==> src/rtl/ptdm_pkg.sv <==
package ptdm_pkg;

  localparam int SAMPLE_W = 24;
  localparam int NUM_CH   = 6;

  typedef struct packed {
    logic       hit;
    logic [2:0] chan;
    logic       first;
    logic       last;
  } slot_pos_t;

  // Effective word length for a layout and a length code
  function automatic int eff_len(logic m256, logic [1:0] code);
    int n;
    case (code)
      2'b00:   n = 16;
      2'b01:   n = 20;
      default: n = 24;
    endcase
    if (!m256 && n > 20) n = 20;
    return n;
  endfunction

  function automatic int frame_len(logic m256);
    return m256 ? 256 : 128;
  endfunction

  // Map a bit position within the frame onto channel / bit-of-word
  function automatic slot_pos_t decode_pos(logic m256, int wlen, int pos);
    slot_pos_t r;
    int slot, b, half, off, j;
    r = '0;
    if (m256) begin
      if (pos < 256) begin
        slot = pos / 32;
        b    = (pos % 32) - 1;
        if (slot != 3 && slot != 7 && b >= 0 && b < wlen) begin
          r.hit   = 1'b1;
          r.chan  = 3'((slot < 3) ? slot : slot - 1);
          r.first = (b == 0);
          r.last  = (b == wlen - 1);
        end
      end
    end else begin
      if (pos < 128) begin
        half = pos / 64;
        off  = pos % 64;
        j    = off / 20;
        b    = off % 20;
        if (off < 60 && b < wlen) begin
          r.hit   = 1'b1;
          r.chan  = 3'(half * 3 + j);
          r.first = (b == 0);
          r.last  = (b == wlen - 1);
        end
      end
    end
    return r;
  endfunction

  function automatic logic [SAMPLE_W-1:0] left_align(logic [SAMPLE_W-1:0] w, int wlen);
    return w << (SAMPLE_W - wlen);
  endfunction

endpackage

==> src/rtl/ptdm_sync.sv <==
module ptdm_sync #(
  parameter int STAGES = 2
) (
  input  logic clk,
  input  logic rst_n,
  input  logic bclk,
  input  logic fclk,
  input  logic sdata,
  output logic bit_tick,
  output logic fclk_s,
  output logic sdata_s
);

  localparam int NSIG = 3;

  logic [NSIG-1:0] raw;
  logic [NSIG-1:0] synced;
  logic            bclk_q;

  assign raw = {sdata, fclk, bclk};

  for (genvar g = 0; g < NSIG; g++) begin : g_chain
    logic [STAGES-1:0] chain;
    always_ff @(posedge clk) begin
      if (!rst_n) chain <= '0;
      else        chain <= {chain[STAGES-2:0], raw[g]};
    end
    assign synced[g] = chain[STAGES-1];
  end

  always_ff @(posedge clk) begin
    if (!rst_n) bclk_q <= 1'b0;
    else        bclk_q <= synced[0];
  end

  assign bit_tick = synced[0] & ~bclk_q;
  assign fclk_s   = synced[1];
  assign sdata_s  = synced[2];


  tick_spacing_chk: assert property (@(posedge clk) disable iff (!rst_n)
    bit_tick |=> !bit_tick);

endmodule

==> src/rtl/ptdm_framer.sv <==
module ptdm_framer import ptdm_pkg::*; #(
  parameter int CNT_W = 9
) (
  input  logic             clk,
  input  logic             rst_n,
  input  logic             mode_256,
  input  logic             bit_tick,
  input  logic             fclk_s,
  output logic [CNT_W-1:0] pos,
  output logic             fclk_edge,
  output logic             hunting,
  output logic             sync_err
);

  localparam logic [CNT_W-1:0] CNT_MAX = '1;

  logic             primed;
  logic             fclk_prev;
  logic [CNT_W-1:0] cnt;
  logic [CNT_W-1:0] nxt;
  logic [CNT_W-1:0] exp_pos;
  logic             into_left;
  logic             frame_start;
  logic             misplaced;

  assign fclk_edge   = bit_tick & primed & (fclk_s != fclk_prev);
  assign into_left   = (fclk_s == ~mode_256);
  assign frame_start = fclk_edge & into_left;
  assign nxt         = (cnt == CNT_MAX) ? CNT_MAX : cnt + 1'b1;
  assign pos         = frame_start ? '0 : nxt;
  assign exp_pos     = into_left ? CNT_W'(frame_len(mode_256))
                                 : CNT_W'(frame_len(mode_256) / 2);
  assign misplaced   = fclk_edge & ~hunting & (nxt != exp_pos);

  always_ff @(posedge clk) begin
    if (!rst_n) begin
      primed    <= 1'b0;
      fclk_prev <= 1'b0;
      cnt       <= CNT_MAX;
      hunting   <= 1'b1;
      sync_err  <= 1'b0;
    end else begin
      sync_err <= misplaced;
      if (bit_tick) begin
        primed    <= 1'b1;
        fclk_prev <= fclk_s;
        cnt       <= pos;
        if (frame_start)    hunting <= 1'b0;
        else if (misplaced) hunting <= 1'b1;
      end
    end
  end


  err_pulse_chk: assert property (@(posedge clk) disable iff (!rst_n)
    sync_err |=> !sync_err);

endmodule

==> src/rtl/ptdm_capture.sv <==
module ptdm_capture import ptdm_pkg::*; #(
  parameter int CNT_W = 9
) (
  input  logic                clk,
  input  logic                rst_n,
  input  logic                mode_256,
  input  logic [1:0]          word_len,
  input  logic                bit_tick,
  input  logic                sdata_s,
  input  logic                hunting,
  input  logic [CNT_W-1:0]    pos,
  output logic [SAMPLE_W-1:0] word_q [NUM_CH],
  output logic                frame_valid
);

  int                  wlen;
  slot_pos_t           dec;
  logic [SAMPLE_W-1:0] shift_q;
  logic [SAMPLE_W-1:0] word_now;
  logic [SAMPLE_W-1:0] aligned;
  logic [SAMPLE_W-1:0] hold [NUM_CH-1];

  always_comb wlen = eff_len(mode_256, word_len);
  always_comb dec  = decode_pos(mode_256, wlen, int'(pos));

  assign word_now = {shift_q[SAMPLE_W-2:0], sdata_s};
  assign aligned  = left_align(word_now, wlen);

  always_ff @(posedge clk) begin
    if (!rst_n) begin
      shift_q     <= '0;
      hold        <= '{default: '0};
      word_q      <= '{default: '0};
      frame_valid <= 1'b0;
    end else begin
      frame_valid <= 1'b0;
      if (bit_tick && dec.hit) begin
        shift_q <= dec.first ? {{(SAMPLE_W-1){1'b0}}, sdata_s} : word_now;
        if (dec.last) begin
          if (dec.chan != 3'(NUM_CH - 1)) begin
            hold[dec.chan] <= aligned;
          end else if (!hunting) begin
            for (int k = 0; k < NUM_CH - 1; k++) word_q[k] <= hold[k];
            word_q[NUM_CH-1] <= aligned;
            frame_valid      <= 1'b1;
          end
        end
      end
    end
  end


  valid_pulse_chk: assert property (@(posedge clk) disable iff (!rst_n)
    frame_valid |=> !frame_valid);

endmodule

==> src/rtl/packed_tdm_rx.sv <==
module packed_tdm_rx import ptdm_pkg::*; #(
  parameter int SYNC_STAGES = 2,
  parameter int CNT_W       = 9
) (
  input  logic                clk,
  input  logic                rst_n,
  input  logic                mode_256,
  input  logic [1:0]          word_len,
  input  logic                bclk,
  input  logic                fclk,
  input  logic                sdata,
  output logic [SAMPLE_W-1:0] left0,
  output logic [SAMPLE_W-1:0] left1,
  output logic [SAMPLE_W-1:0] left2,
  output logic [SAMPLE_W-1:0] right0,
  output logic [SAMPLE_W-1:0] right1,
  output logic [SAMPLE_W-1:0] right2,
  output logic                frame_valid,
  output logic                sync_err
);

  logic                bit_tick;
  logic                fclk_s;
  logic                sdata_s;
  logic [CNT_W-1:0]    pos;
  logic                fclk_edge;
  logic                hunting;
  logic [SAMPLE_W-1:0] words [NUM_CH];
  int                  wlen;

  always_comb wlen = eff_len(mode_256, word_len);

  ptdm_sync #(.STAGES(SYNC_STAGES)) i_sync (
    .clk      (clk),
    .rst_n    (rst_n),
    .bclk     (bclk),
    .fclk     (fclk),
    .sdata    (sdata),
    .bit_tick (bit_tick),
    .fclk_s   (fclk_s),
    .sdata_s  (sdata_s)
  );

  ptdm_framer #(.CNT_W(CNT_W)) i_framer (
    .clk       (clk),
    .rst_n     (rst_n),
    .mode_256  (mode_256),
    .bit_tick  (bit_tick),
    .fclk_s    (fclk_s),
    .pos       (pos),
    .fclk_edge (fclk_edge),
    .hunting   (hunting),
    .sync_err  (sync_err)
  );

  ptdm_capture #(.CNT_W(CNT_W)) i_capture (
    .clk         (clk),
    .rst_n       (rst_n),
    .mode_256    (mode_256),
    .word_len    (word_len),
    .bit_tick    (bit_tick),
    .sdata_s     (sdata_s),
    .hunting     (hunting),
    .pos         (pos),
    .word_q      (words),
    .frame_valid (frame_valid)
  );

  assign left0  = words[0];
  assign left1  = words[1];
  assign left2  = words[2];
  assign right0 = words[3];
  assign right1 = words[4];
  assign right2 = words[5];


  err_on_edge_chk: assert property (@(posedge clk) disable iff (!rst_n)
    sync_err |-> $past(fclk_edge));


  valid_after_tick_chk: assert property (@(posedge clk) disable iff (!rst_n)
    frame_valid |-> $past(bit_tick));


  outputs_hold_chk: assert property (@(posedge clk) disable iff (!rst_n)
    !frame_valid |-> $stable({left0, left1, left2, right0, right1, right2}));


  low_bits_zero_chk: assert property (@(posedge clk) disable iff (!rst_n)
    (frame_valid && wlen == 16) |-> (left0[7:0] == 8'h0 && right2[7:0] == 8'h0));

endmodule

==> config.mk <==
export PLATFORM = sky130hd
export DESIGN_NAME = packed_tdm_rx
export DESIGN_NICKNAME = d
export VERILOG_FILES = /design/src/rtl/ptdm_pkg.sv /design/src/rtl/ptdm_sync.sv /design/src/rtl/ptdm_framer.sv /design/src/rtl/ptdm_capture.sv /design/src/rtl/packed_tdm_rx.sv
export SDC_FILE = /design/constraint.sdc
export NUM_CORES = 1
export LEC_CHECK = 0
export CAP_MARGIN = 20
export CORE_UTILIZATION = 35
export CTS_CLUSTER_SIZE = 12
export DETAILED_ROUTE_END_ITERATION = 16
export HOLD_SLACK_MARGIN = 0.06
export SKIP_LAST_GASP = 1
export SLEW_MARGIN = 10
export SYNTH_ARGS = -nofsm -noshare
export SYNTH_HDL_FRONTEND = slang
export SYNTH_SLANG_ARGS = --single-unit
export TNS_END_PERCENT = 30
==> constraint.sdc <==
create_clock -name clk -period 8.7 [get_ports clk]
set_input_delay 2.175 -clock clk [delete_from_list [all_inputs] [get_ports clk]]
set_output_delay 2.175 -clock clk [all_outputs]
set_load 0.05 [all_outputs]
==> results of run 1 <==
per-layer routing:
metal,global-route usage,routed length (um),vias to the layer above
li1,-,-,4687
met1,0.249,15800,4586
met2,0.278,15500,243
met3,0.0331,1860,42
met4,0.0472,652,0
met5,0,0,-
layout make-up:
| class | instances | area (um^2) |
|---|---|---|
| Fill cell | 3481 | 20000 |
| Sequential cell | 308 | 6170 |
| Clock buffer | 54 | 1050 |
| Clock inverter | 9 | 138 |
| Inverter | 15 | 56.3 |
| Tap cell | 461 | 577 |
| Timing Repair Buffer | 172 | 1710 |
| Multi-Input combinational cell | 875 | 5900 |
synthesized netlist by cell type (3+ instances only):
master and instances:
o31ai_1 4, xor2_1 3, a21o_1 9, or4_1 3, o22ai_1 8, nor4_1 3
and3_1 4, nand2_1 325, or3_1 5, nor3_1 10, inv_1 14, nor2b_1 7
xnor2_1 11, nor3b_1 4, ha_1 14, a21oi_1 14, o211ai_1 15, and4_1 6
mux2i_1 265, a211oi_1 3, buf_2 21, clkbuf_1 37, nor2_1 28, a22oi_1 8
nand2b_1 5, a22o_1 22, nand3_1 22, dlygate4sd1_1 8, dfxtp_1 308, and2_1 9
buf_4 14, o21ai_0 19, buf_6 4, or2_2 3, nand4_1 7, buf_8 5
o2111ai_1 3
report_power, final:
part           internal, mW  leakage [nW]  total [mW]  switching (mW)
Combinational        0.0936          4.22       0.261           0.167
Sequential             1.41          2.48        1.42         0.00868
Clock                 0.922         0.579        1.50           0.578
Total                  2.43          7.28        3.18           0.754
path summary, 6_finish.rpt:
path	startpoint	to	slack, ns	depth (start not counted)
setup / recovery	mode_256	i_capture.word_q[63]	1.10	19
hold / removal	i_sync.g_chain[0].chain[0]	i_sync.g_chain[0].chain[1]	0.44	1
setup reg to reg	i_framer.cnt[0]	i_capture.word_q[63]	2.27	18
hold reg to reg	i_sync.g_chain[0].chain[0]	i_sync.g_chain[0].chain[1]	0.44	1
stage by stage:
| stage | instance area (um^2) | utilization | cells |
|---|---|---|---|
| after CTS | 15600 | 0.438 | 1893 |
| after floorplan | 12700 | - | 1288 |
| after global routing | 15600 | 0.439 | 1894 |
| final | 15600 | 0.439 | 1894 |
| after detailed placement | 14400 | 0.404 | 1830 |
| after global placement | 14400 | 0.404 | 1830 |
logic make-up after synthesis:
logic type / synth area share
and+or+nand+nor: 0.155
AOI/OAI and AO/OA: 0.0734
xor gates and xnor gates: 0.0110
muxes: 0.211
DFF: 0.487
adders and majority gates: 0.0154
buffers and inverters: 0.0474
state kept, by name, indices dropped and copies added, names as in the netlist:
register               flops
i_capture.word_q         144
i_capture.hold           120
i_capture.shift_q         23
i_framer.cnt               9
i_sync.g_chain.chain       6
i_capture.frame_valid      1
i_framer.fclk_prev         1
i_framer.hunting           1
i_framer.primed            1
i_framer.sync_err          1
i_sync.bclk_q              1
==> results.txt, run 1 <==
* Result of the run: finished, final reports clean
- After synthesis the netlist holds a flip-flop and latch count of 308.
- After clock tree synthesis, the clock-pin slew on the worst setup and hold paths is about 0.06 ns.
- For this run, the slowest stage of the critical path takes 0.67 ns.
- Most common cell after layout, fill and taps aside: nand2_1
- For this run, the detailed router's first-pass iteration total came to 5.
- Cell area after synthesis: approximately 13000 um^2
- Peak supply drop: 0.117 mV
- Share of async-settable or async-resettable flops after synthesis: 0
- The clock arrives with 0.0200 ns of skew.
- Once the clock tree was built, the resizer swapped 0 gates to a different size.
* Antenna violations before repair: 0
* Routed via count: ~9600
- Reported leakage power: 7.28 nW
- Buffers inserted to repair hold after CTS numbered 0.
- Headroom to the max-slew limit came out at 0.226.
* Global-route wire length before repair: 50600 um
- Cell with the largest stage delay on the worst path: clkdlybuf4s50_1
- In this design, the largest share of critical-path delay is due to simple AND/OR/NAND/NOR gates.
- Hold timing on the final database bottoms out at a slack of between 0.4 and 0.5 ns.
* Sort of element at the start of the critical path: input pin
- Maximum number of pins on one net before global-route repair: 113
- Average cell area after synthesis: slightly below 10 um^2
- Crit path required time: around 9.1 ns
- Clock buffer depth: 3
- Final routed DRC violation total: 0
- Library cell with the largest summed area after synthesis: dfxtp_1
* CTS sink cnt: a little over 300
- Area fraction of the dominant cell type after synthesis: 0.487
* Area contributors post-synth: dfxtp_1 49%, mux2i_1 21%, nand2_1 9.6%
* 1st-iter DRT viols: 720
* Number of enable-type register cells in the synthesized netlist: 0
- Post-Place Setup Slack: slightly above 0.6 ns
- In the layout the commonest cells are 325 x nand2_1, 308 x dfxtp_1, 265 x mux2i_1, 152 x clkdlybuf4s50_1, 36 x clkbuf_16.
- The die covers ~37000 um^2.
* Crit-path cells: clkdlybuf4s50_1, inv_1, ha_1, nand4_1, o31ai_1, inv_1, ha_1, nor2b_1, o211ai_1, a211o_1, a22oi_1, ha_1, or4_1, or4_1, or4_1, nand3_1, nand3_4, buf_4, mux2i_1
- After the last flow step, the layout net total stands at 1430.
- Synthesis produced a netlist with a net count of 1311.
* Final critical-path setup slack: 1.10 ns
- Setup CP Type: input pin to flop
- In the final routed layout, each cell accounts on average for roughly 18 um.
- In the global route stage, overall resource usage came out at 0.178.
* Final hold vios: 0
- The HPWL after detailed placement is 21800 um.
* Setup TNS after final layout: 0 ns
* RSZ-0062 raised after global routing: false
* Routed Wire Length: approximately 34000 um
* Synth warnings: 0
- Max Fanout on Critical Path: 50
* Number of pins with negative max-slew slack in the final report: 0
- Relative to the synthesized area, the layout overhead comes to 23.3%.
- Total power for the finished layout comes to 3.18 mW.
- Type of the worst min-delay path: flop to flop
- Max-cap violations in this run came to 0.
* Top Ports: 154
* N_diodes: 0
- Endpoint class of the critical path: flop
- Data on the critical path arrives at its endpoint at between 7 and 8 ns.
* Fin crit period: 7.60 ns
- Proportion of layout cells with a drive suffix above 1: 0.0614
* Global route total overflow: 0
- The synthesized netlist contains between 60 and 70 unique library cells.
- Area of the core region: 35600 um^2
- Derived from the worst setup path, the maximum achievable clock frequency is 132 MHz.
- Prevailing post-synth register cell: dfxtp_1
* Post-Syn Instances: 1288
- At the later pin of the worst-skew pair, clock insertion delay measures around 0.52 ns.
* GPL Wtd Cong: 0.859
- Buffer cell driving the clock tree root: clkbuf_16
* Count of endpoints failing setup in the final report: 0
* Effective utilization at floorplan: 0.356
- Measured along the y axis, the die boundary spans around 190 um.
- Input and output buffers added on the ports amount to 153.
- At the pin with the least slew margin, the transition time is about 1.2 ns.
* CP Buf/Inv Count: 4
- In the finished design, the share of the clock period the worst path needs comes to 0.873.
* Sequential element share of the synthesized area: 0.487
- Power spread over the standard cell area amounts to around 200 nW/um^2.
- The floorplan has 69 rows.
* Post-DRT Antenna Nets: 0
* Vias in the first global route: 8745
- Number of buffers inserted during clock tree synthesis: 35
* CTS tree: done
- Using the TritonRoute via totals, the vias-per-cell ratio works out to 5.05.
- Deepest level of the CTS H-tree: 2
- Die width: 192 um
- Buffers added to address setup during post-CTS repair amount to 0.
Note: power is estimated with default switching activity, not from simulation.
==> inputs of run 2 (changes only) <==
--- a/config.mk
+++ b/config.mk
@@ -6,10 +6,11 @@
 export NUM_CORES = 1
 export LEC_CHECK = 0
 export CAP_MARGIN = 20
+export CORE_ASPECT_RATIO = 1.2
 export CORE_UTILIZATION = 35
 export CTS_CLUSTER_SIZE = 12
 export DETAILED_ROUTE_END_ITERATION = 16
-export HOLD_SLACK_MARGIN = 0.06
+export HOLD_SLACK_MARGIN = 0.05
 export SKIP_LAST_GASP = 1
 export SLEW_MARGIN = 10
 export SYNTH_ARGS = -nofsm -noshare
==> run 2 against run 1 <==
Utilization rose by 0.071 points. Sequential share of layout area grew 0.26 points. Worst setup slack gained 0.059 ns. Cell count fell by 0.26%. Combinational power barely moved. Critical path type unchanged. Largest cell class unchanged. Highest routed layer unchanged.
==> results.txt, run 2 (same netlist as run 1, synthesis figures left out) <==
* Result of the run: finished, final reports clean (unchanged)
- The y dimension of the die is 210 um (was 192 um).
* Clock network power share: 0.454 (was 0.471)
* Die width: 176 um (was 192 um)
- The hold buffer count at CTS was 0 (unchanged).
- The count of final max-slew check failures is 0 (unchanged).
* Fin crit period: 7.54 ns (was 7.60 ns)
- Reg-to-reg setup timing slack: 2.39 ns (was 2.27 ns)
* Switching power: 747 uW (was 754 uW)
- Max-capacitance violation count: 0 (unchanged)
- The area growth from synthesis to final layout is 22.5% (was 23.3%).
- The worst hold slack after final layout was 0.439 ns (was 0.435 ns).
* R2R Path Start: i_framer.cnt[0] (unchanged)
* Endpoint class of the critical path: flop (unchanged)
- The transition at the pin with the smallest max-transition slack was 1.06 ns (was 1.16 ns).
- Registers with the most flip-flops: i_capture.word_q: 144 flops, i_capture.hold: 120 flops, i_capture.shift_q: 23 flops (unchanged).
- The pre-CTS setup slack was 0.721 ns (was 0.609 ns).
* Top Ports: 154 (unchanged)
* Number of standard-cell rows in the floorplan: 75 (was 69)
* Die ar.: 36900 um^2 (about the same)
- The aggregate negative setup slack came to 0 ns (unchanged).
* Quantity of I/O buffers inserted on ports: 153 (unchanged)
- Routed Wire Length: 34000 um (was 33700 um)
- Min-Delay Path Depth: 1 (unchanged)
- Number of instances resized during post-cts repair: 0 (unchanged)
* Rel. slew slack: 0.286 (was 0.226)
* Fmax: 133 MHz (was 132 MHz)
* Number of buffers inserted during clock tree synthesis: 35 (unchanged)
* Final critical-path setup slack: 1.16 ns (was 1.10 ns)
- Nets@finish: 1429 (was 1430)
- Post-DRT Antenna Nets: 0 (unchanged)
* Seq pwr share: 0.461 (was 0.447)
- The number of antenna repair diodes was 0 (unchanged).
- The sort of element at the start of the critical path is an input pin (unchanged).
- The beginning of the worst hold path is i_sync.g_chain[0].chain[0] (unchanged).
- The initial cell density of the core came to 0.359 (was 0.356).
- The type of the tightest min-delay check was flop to flop (unchanged).
* Max Fanout on Critical Path: 69 (was 50)
- Number of vias per cell: 5.06 (was 5.05)
- Logic depth of the worst register-to-register path: 18 (unchanged)
- The number of flip-flops under the largest register name was 144 (unchanged).
- The part of the cycle the worst path needs came to 0.867 (was 0.873).
- Antenna violations before repair: 0 (unchanged)
- The sum of net half-perimeters after detailed placement is 23200 um (was 21800 um).
- The internal power contribution is 2.34 mW (was 2.43 mW).
- Count of endpoints failing setup in the final report: 0 (unchanged)
- The switching power share of the total was 0.242 (was 0.237).
* Clock buffer depth: 3 (unchanged)
- GRT Overall Usage: 0.184 (was 0.178)
* CTS sink cnt: 308 (unchanged)
- The type of the setup path with the least slack is input pin to flop (unchanged).
- Post-Route Skew: 0.0185 ns (was 0.0200 ns)
* Power density of the placed cells: 199 nW/um^2 (was 204 nW/um^2)
- The required arrival time at the worst endpoint is 9.05 ns (was 9.06 ns).
* Top library cells by usage in the layout, fill and taps aside: 325 x nand2_1, 308 x dfxtp_1, 265 x mux2i_1, 152 x clkdlybuf4s50_1, 36 x clkbuf_16 (unchanged)
* Number of buffers inserted to repair setup after CTS: 0 (unchanged)
- Proportion of layout cells with a drive suffix above 1: 0.0603 (was 0.0614)
- Routed via count: 9567 (was 9558)
- The data arrival time of the worst path is 7.89 ns (was 7.96 ns).
- Deepest level of the CTS H-tree: 2 (unchanged)
- The iteration count of the initial detailed-routing pass is 5 (unchanged).
- The combinational fraction of design power is 0.084 (was 0.082).
- The root buffer selected by CTS is clkbuf_16 (unchanged).
- GPL Wtd Cong: 0.858 (was 0.859)
* Global route total overflow: 0 (unchanged)
* Largest Register: i_capture.word_q (unchanged)
- Endpoint of the worst hold path: i_sync.g_chain[0].chain[1] (unchanged)
- Post-DR wirelength/cell: 18.0 um (was 17.8 um)
* Most common cell after layout, fill and taps aside: nand2_1 (unchanged)
- Reported leakage power: 7.24 nW (was 7.28 nW)
- The number of global-route vias before repair is 9221 (was 8745).
* FILL cells: 3494 (was 3481)
* 1st-iter DRT viols: 669 (was 720)
- Clk Latency, worst-skew pair: 0.52 ns (about the same)
* Final routed DRC violation total: 0 (unchanged)
- The area of the placeable core was 35300 um^2 (was 35600 um^2).
- RSZ-0062 raised after global routing: false (unchanged).
* Final hold vios: 0 (unchanged)
- CTS tree: done (unchanged)
* Clock-pin slew on the worst setup and hold paths: 0.06 ns (about the same)
- Global-route wire length before repair: 52900 um (was 50600 um)
- The worst voltage drop across the vdd grid came to 0.116 mV (was 0.117 mV).
- Critical register-to-register path endpoint: i_capture.word_q[16] (was i_capture.word_q[63])
- Maximum number of pins on one net before global-route repair: 104 (was 113)
* Utilization after layout: 0.439 (about the same)
-- run 2: changes by cell type in the layout (fill, tap and decap cells not counted) --
cell and delta:
clkinv_4 +2, clkinv_2 +2, buf_8 -1, clkbuf_1 -4
o21ai_1 +2, buf_6 +1, bufinv_16 -2, buf_12 +1
clkbuf_8 -2, buf_4 -2, buf_16 -1, o21ai_0 -2
-- run 2: through the flow --
step / cell area (um^2) / instances / power [mW]
after global placement: 14400 / 1830 / 1.71
after CTS: 15500 / 1889 / 3.11
after global routing: 15500 / 1889 / 3.21
final: 15500 / 1889 / 3.08
after floorplan: 12700 / 1288 / 1.65
after detailed placement: 14400 / 1831 / 1.71
-- run 2: layout make-up --
cell class	instances	area, um^2	area share
Timing Repair Buffer	171	1700	0.110
Clock buffer	47	992	0.0640
Inverter	15	56.3	0.00363
Sequential cell	308	6170	0.398
Clock inverter	11	105	0.00678
Tap cell	462	578	0.0373
Multi-Input combinational cell	875	5900	0.381
-- run 2: worst max-delay path by stage --
| stage | from | endpoint | slack, ns | cells past startpoint |
|---|---|---|---|---|
| finish | mode_256 | i_capture.word_q[16] | 1.16 | 19 |
| global route | mode_256 | i_capture.word_q[15] | 0.85 | 19 |
| CTS | mode_256 | i_capture.word_q[15] | 1.24 | 19 |
| detailed placement | mode_256 | i_capture.word_q[15] | 0.72 | 19 |
| global placement | mode_256 | i_capture.word_q[14] | 0.85 | 19 |
| floorplan | mode_256 | i_capture.word_q[52] | 1.92 | 21 |
-- run 2: power groups by stage --
stage	Sequential [mW]	Combinational, mW	Clock, mW
2_1_floorplan	1.45	0.201	0
3_3_place_gp	1.45	0.253	0
3_5_place_dp	1.45	0.256	0
4_1_cts	1.42	0.257	1.43
5_1_grt	1.42	0.285	1.50
6_report	1.42	0.260	1.40
-- run 2: worst max-delay path: stages --
cell             delay, ns
clkdlybuf4s50_1       0.70
inv_1                 0.15
ha_1                  0.35
nand4_1               0.13
o31ai_1               0.22
inv_1                 0.20
ha_1                  0.35
nor2b_1               0.15
o211ai_1              0.13
a211o_1               0.37
a22oi_1               0.26
ha_1                  0.27
or4_1                 0.51
or4_1                 0.47
or4_1                 0.40
nand3_1               0.15
nand3_4               0.31
buf_12                0.37
mux2i_1               0.17
-- run 2: per-layer routing --
layer / up-vias / global-route usage / share of wire
li1: 4685 / - / -
met1: 4587 / 0.235 / 0.44
met2: 238 / 0.318 / 0.49
met3: 57 / 0.0269 / 0.043
met4: 0 / 0.0567 / 0.026
met5: - / 0 / 0
==> inputs of run 3 (changes only) <==
--- a/config.mk
+++ b/config.mk
@@ -15,5 +15,6 @@
 export SLEW_MARGIN = 10
 export SYNTH_ARGS = -nofsm -noshare
 export SYNTH_HDL_FRONTEND = slang
+export SYNTH_HIERARCHICAL = 1
 export SYNTH_SLANG_ARGS = --single-unit
 export TNS_END_PERCENT = 30
==> run 3 against run 2 <==
Global-route usage is 1.3 points lower. Count of clock-buffer cells in the layout increased by 5. Maximum frequency grew 0.48%. Register-to-register slack lost 0.15 ns. Cell count fell by 0.79%. Clock power about the same. Final area increased by 0.42%. Clock skew decreased by 0.0043 ns. Area after synthesis fell by 0.16%. Critical endpoint is now i_capture/word_q[21]. Largest cell class unchanged.
==> results.txt, run 3 <==
- Result of the run: finished, final reports clean (unchanged)
- The cell row count was 75 (unchanged).
- The share of layout cells above drive strength 1 came to 0.0666 (was 0.0603).
* Cell area after synthesis: 12600 um^2 (was 12700 um^2)
- Arrival time at the worst endpoint: 7.84 ns (was 7.89 ns)
* Largest Register: i_capture/word_q (was i_capture.word_q)
* Power density of the placed cells: 204 nW/um^2 (was 199 nW/um^2)
* Library cell with the largest summed area after synthesis: dfxtp_1 (unchanged)
* Global-route wire length before repair: 49000 um (was 52900 um)
* Max Fanout on Critical Path: 51 (was 69)
* Count of endpoints failing setup in the final report: 0 (unchanged)
- Synth warnings: 6 (was 0)
- Average cell area after synthesis: 9.93 um^2 (was 9.82 um^2)
- The post-detailed-route count of antenna-violating nets was 0 (unchanged).
- The post-route clock skew was 0.0143 ns (was 0.0185 ns).
- The area share of the largest cell type after synthesis is 0.488 (was 0.487).
* Area of the core region: 35300 um^2 (unchanged)
* Total half-perimeter wirelength after legalization and detailed placement: 20800 um (was 23200 um)
- The global placement routability congestion is 0.817 (was 0.858).
* Post-Syn Instances: 1272 (was 1288)
* Post-DR wirelength/cell: 17.0 um (was 18.0 um)
* Final routed DRC violation total: 0 (unchanged)
- The number of storage elements in the synthesis netlist is 308 (unchanged).
* CP Buf/Inv Count: 6 (was 4)
* Effective utilization at floorplan: 0.358 (was 0.359)
* Clk Latency, worst-skew pair: 0.51 ns (was 0.52 ns)
- Setup CP Type: input pin to flop (unchanged)
- Area grow syn2layout: 23.2% (was 22.5%)
* Fmax: 133 MHz (about the same)
- Endpoint class of the critical path: flop (unchanged)
- The floorplan die area came to 36900 um^2 (about the same).
- Most common cell after layout, fill and taps aside: nand2_1 (unchanged)
- Clock-pin slew on the worst setup and hold paths: 0.06 ns (about the same)
- The number of buffers on the longest clock path is 3 (unchanged).
- The share of flip-flops with an asynchronous set or reset after synthesis is 0 (unchanged).
- Leading cell type by number of instances after synthesis: nand2_1 (unchanged)
* Die width: 175 um (was 176 um)
- Deepest level of the CTS H-tree: 2 (unchanged)
- Largest stage delay on the critical path: 0.58 ns (was 0.70 ns)
- The number of failing hold endpoints at the final stage was 0 (unchanged).
* Sequential element share of the synthesized area: 0.488 (was 0.487)
- Crit path required time: 9.04 ns (was 9.05 ns)
- Type of the worst min-delay path: flop to flop (unchanged)
- Area contributors post-synth: dfxtp_1 49%, mux2i_1 23%, nand2_1 9.4% (was dfxtp_1 49%, mux2i_1 21%, nand2_1 9.6%).
- Top Ports: 154 (unchanged)
- Final Cycle Share: 0.863 (was 0.867)
- Max-capacitance violation count: 0 (unchanged)
- Largest register FFs: 144 (unchanged)
- Cell types with the highest counts after synthesis: 316 x nand2_1, 308 x dfxtp_1, 285 x mux2i_1, 46 x clkbuf_1, 30 x buf_2 (was 325 x nand2_1, 308 x dfxtp_1, 265 x mux2i_1, 37 x clkbuf_1, 28 x nor2_1).
- The initial DRC count came to 502 (was 669).
* Cell variety after synth: 71 (was 69)
* Global route total overflow: 0 (unchanged)
* Final Instance Area: 15600 um^2 (was 15500 um^2)
* Number of buffers inserted during clock tree synthesis: 34 (was 35)
- Quantity of I/O buffers inserted on ports: 153 (unchanged)
- CTS tree: done (unchanged)
- The internal power contribution came to 2.39 mW (was 2.34 mW).
* Antenna violations before repair: 0 (unchanged)
* Number of pins with negative max-slew slack in the final report: 0 (unchanged)
- Fin crit period: 7.50 ns (was 7.54 ns)
* Top delay family on crit path: simple AND/OR/NAND/NOR gates (unchanged)
- RSZ-0062 raised after global routing: false (unchanged).
- The switching power of the nets is 782 uW (was 747 uW).
- Number of vias per cell: 4.92 (was 5.06)
- Proportion of power drawn by combinational gates: 0.113 (was 0.084)
* Reported leakage power: 6.84 nW (was 7.24 nW)
* Number of enable-type register cells in the synthesized netlist: 0 (unchanged)
- Routed via count: 9213 (was 9567)
* GRT Overall Usage: 0.171 (was 0.184)
* Cell repeated most along the worst path: ha_1
- Synth Net Count: 1298 (was 1311)
* Number of detailed-routing iterations run before antenna repair: 5 (unchanged)
* Registers with the most flip-flops: i_capture/word_q: 144 flops, i_capture/hold: 120 flops, i_capture/shift_q: 23 flops (was i_capture.word_q: 144 flops, i_capture.hold: 120 flops, i_capture.shift_q: 23 flops)
* Switching power as a share of total power: 0.247 (was 0.242)
- The number of antenna repair diodes was 0 (unchanged).
- Number of instances resized during post-cts repair: 0 (unchanged)
- Post-cts hold buffer count: 0 (unchanged)
- Top library cells by usage in the layout, fill and taps aside: 316 x nand2_1, 308 x dfxtp_1, 284 x mux2i_1, 152 x clkdlybuf4s50_1, 35 x clkbuf_16 (was 325 x nand2_1, 308 x dfxtp_1, 265 x mux2i_1, 152 x clkdlybuf4s50_1, 36 x clkbuf_16).
- The y dimension of the die came to 210 um (about the same).
* Sort of element at the start of the critical path: input pin (unchanged)
- Nets@finish: 1417 (was 1429)
- CTS sink cnt: 308 (unchanged)
* Routed Wire Length: 31800 um (was 34000 um)
* Total placed cells including tap cells: 1816 (was 1831)
* Area after DPL: 14500 um^2 (was 14400 um^2)
* Cell with the largest stage delay on the worst path: and2_1 (was clkdlybuf4s50_1)
- Peak supply drop: 0.115 mV (was 0.116 mV)
- The number of non-filler instances in the completed layout was 1874 (was 1889).
- The root buffer selected by CTS is clkbuf_16 (unchanged).
- The share of total power in the clock network was 0.439 (was 0.454).
* Vias in the first global route: 8592 (was 9221)
- Maximum number of pins on one net before global-route repair: 123 (was 104)
- The transition at the pin with the smallest max-transition slack was 1.11 ns (was 1.06 ns).
- Crit-path cells: clkdlybuf4s50_1, buf_4, inv_1, ha_1, nand2_1, and2_1, nor2_1, inv_1, ha_1, nor2b_4, and3b_1, o21ai_0, o21ai_0, a21oi_1, ha_1, nor4bb_1, nor3b_1, mux2_4, and4b_1, a22oi_1, or4_4, buf_4, buf_16, mux2i_1 (was clkdlybuf4s50_1, inv_1, ha_1, nand4_1, o31ai_1, inv_1, ha_1, nor2b_1, o211ai_1, a211o_1, a22oi_1, ha_1, or4_1, or4_1, or4_1, nand3_1, nand3_4, buf_12, mux2i_1)
- The sequential share of power is 0.448 (was 0.461).
- Setup TNS after final layout: 0 ns (unchanged)
- The most used flip-flop cell after synthesis was dfxtp_1 (unchanged).
- Rel. slew slack: 0.258 (was 0.286)
- Number of buffers inserted to repair setup after CTS: 0 (unchanged)
run 3: cell type report:
class | instances | area [um^2]
fillers | 3470 | 19700
clock inverters | 5 | 82.6
repair buffers | 171 | 1700
well taps | 462 | 578
clock buffers | 52 | 990
inverters | 22 | 82.6
flip-flops and latches | 308 | 6170
multi-input cells | 854 | 5960
run 3: worst paths after layout:
check	startpoint	endpoint	slack (ns)	depth (start not counted)
max	mode_256	i_capture/word_q[21]	1.20	24
max reg2reg	i_framer/cnt[0]	i_capture/word_q[21]	2.24	23
min reg2reg	i_sync/g_chain[1].chain[0]	i_sync/g_chain[1].chain[1]	0.43	1
min	i_sync/g_chain[1].chain[0]	i_sync/g_chain[1].chain[1]	0.43	1
run 3: logic make-up after synthesis:
group,count (synthesis),synth area share
xor gates and xnor gates,15,0.0104
adders and majority gates,20,0.0201
muxes,290,0.231
DFF,308,0.488
AOI/OAI and AO/OA,118,0.0666
and+or+nand+nor,411,0.142
buffers and inverters,110,0.0427
run 3: per-layer routing:
metal | GRT usage | routed length (um) | vias up
met5 | 0 | 0 | -
met4 | 0.0564 | 744 | 0
met3 | 0.0271 | 1230 | 42
met2 | 0.283 | 15000 | 189
met1 | 0.226 | 14900 | 4380
li1 | - | - | 4602
run 3: power by group through the flow:
| stage | clock (mW) | combinational [mW] | sequential, mW |
|---|---|---|---|
| floorplan | 0 | 0.286 | 1.45 |
| global placement | 0 | 0.350 | 1.45 |
| detailed placement | 0 | 0.356 | 1.45 |
| CTS | 1.43 | 0.358 | 1.42 |
| global route | 1.49 | 0.397 | 1.42 |
| finish | 1.39 | 0.358 | 1.42 |
run 3: metrics by stage:
step	utilization	power, mW	setup slack [ns]	hold slack (ns)
6_report	0.441	3.17	1.20	0.430
5_1_grt	0.441	3.31	0.883	0.449
4_1_cts	0.440	3.21	1.27	0.429
3_5_place_dp	0.410	1.81	0.752	0.417
3_3_place_gp	0.410	1.80	0.841	0.414
2_1_floorplan	-	1.73	1.92	0.412
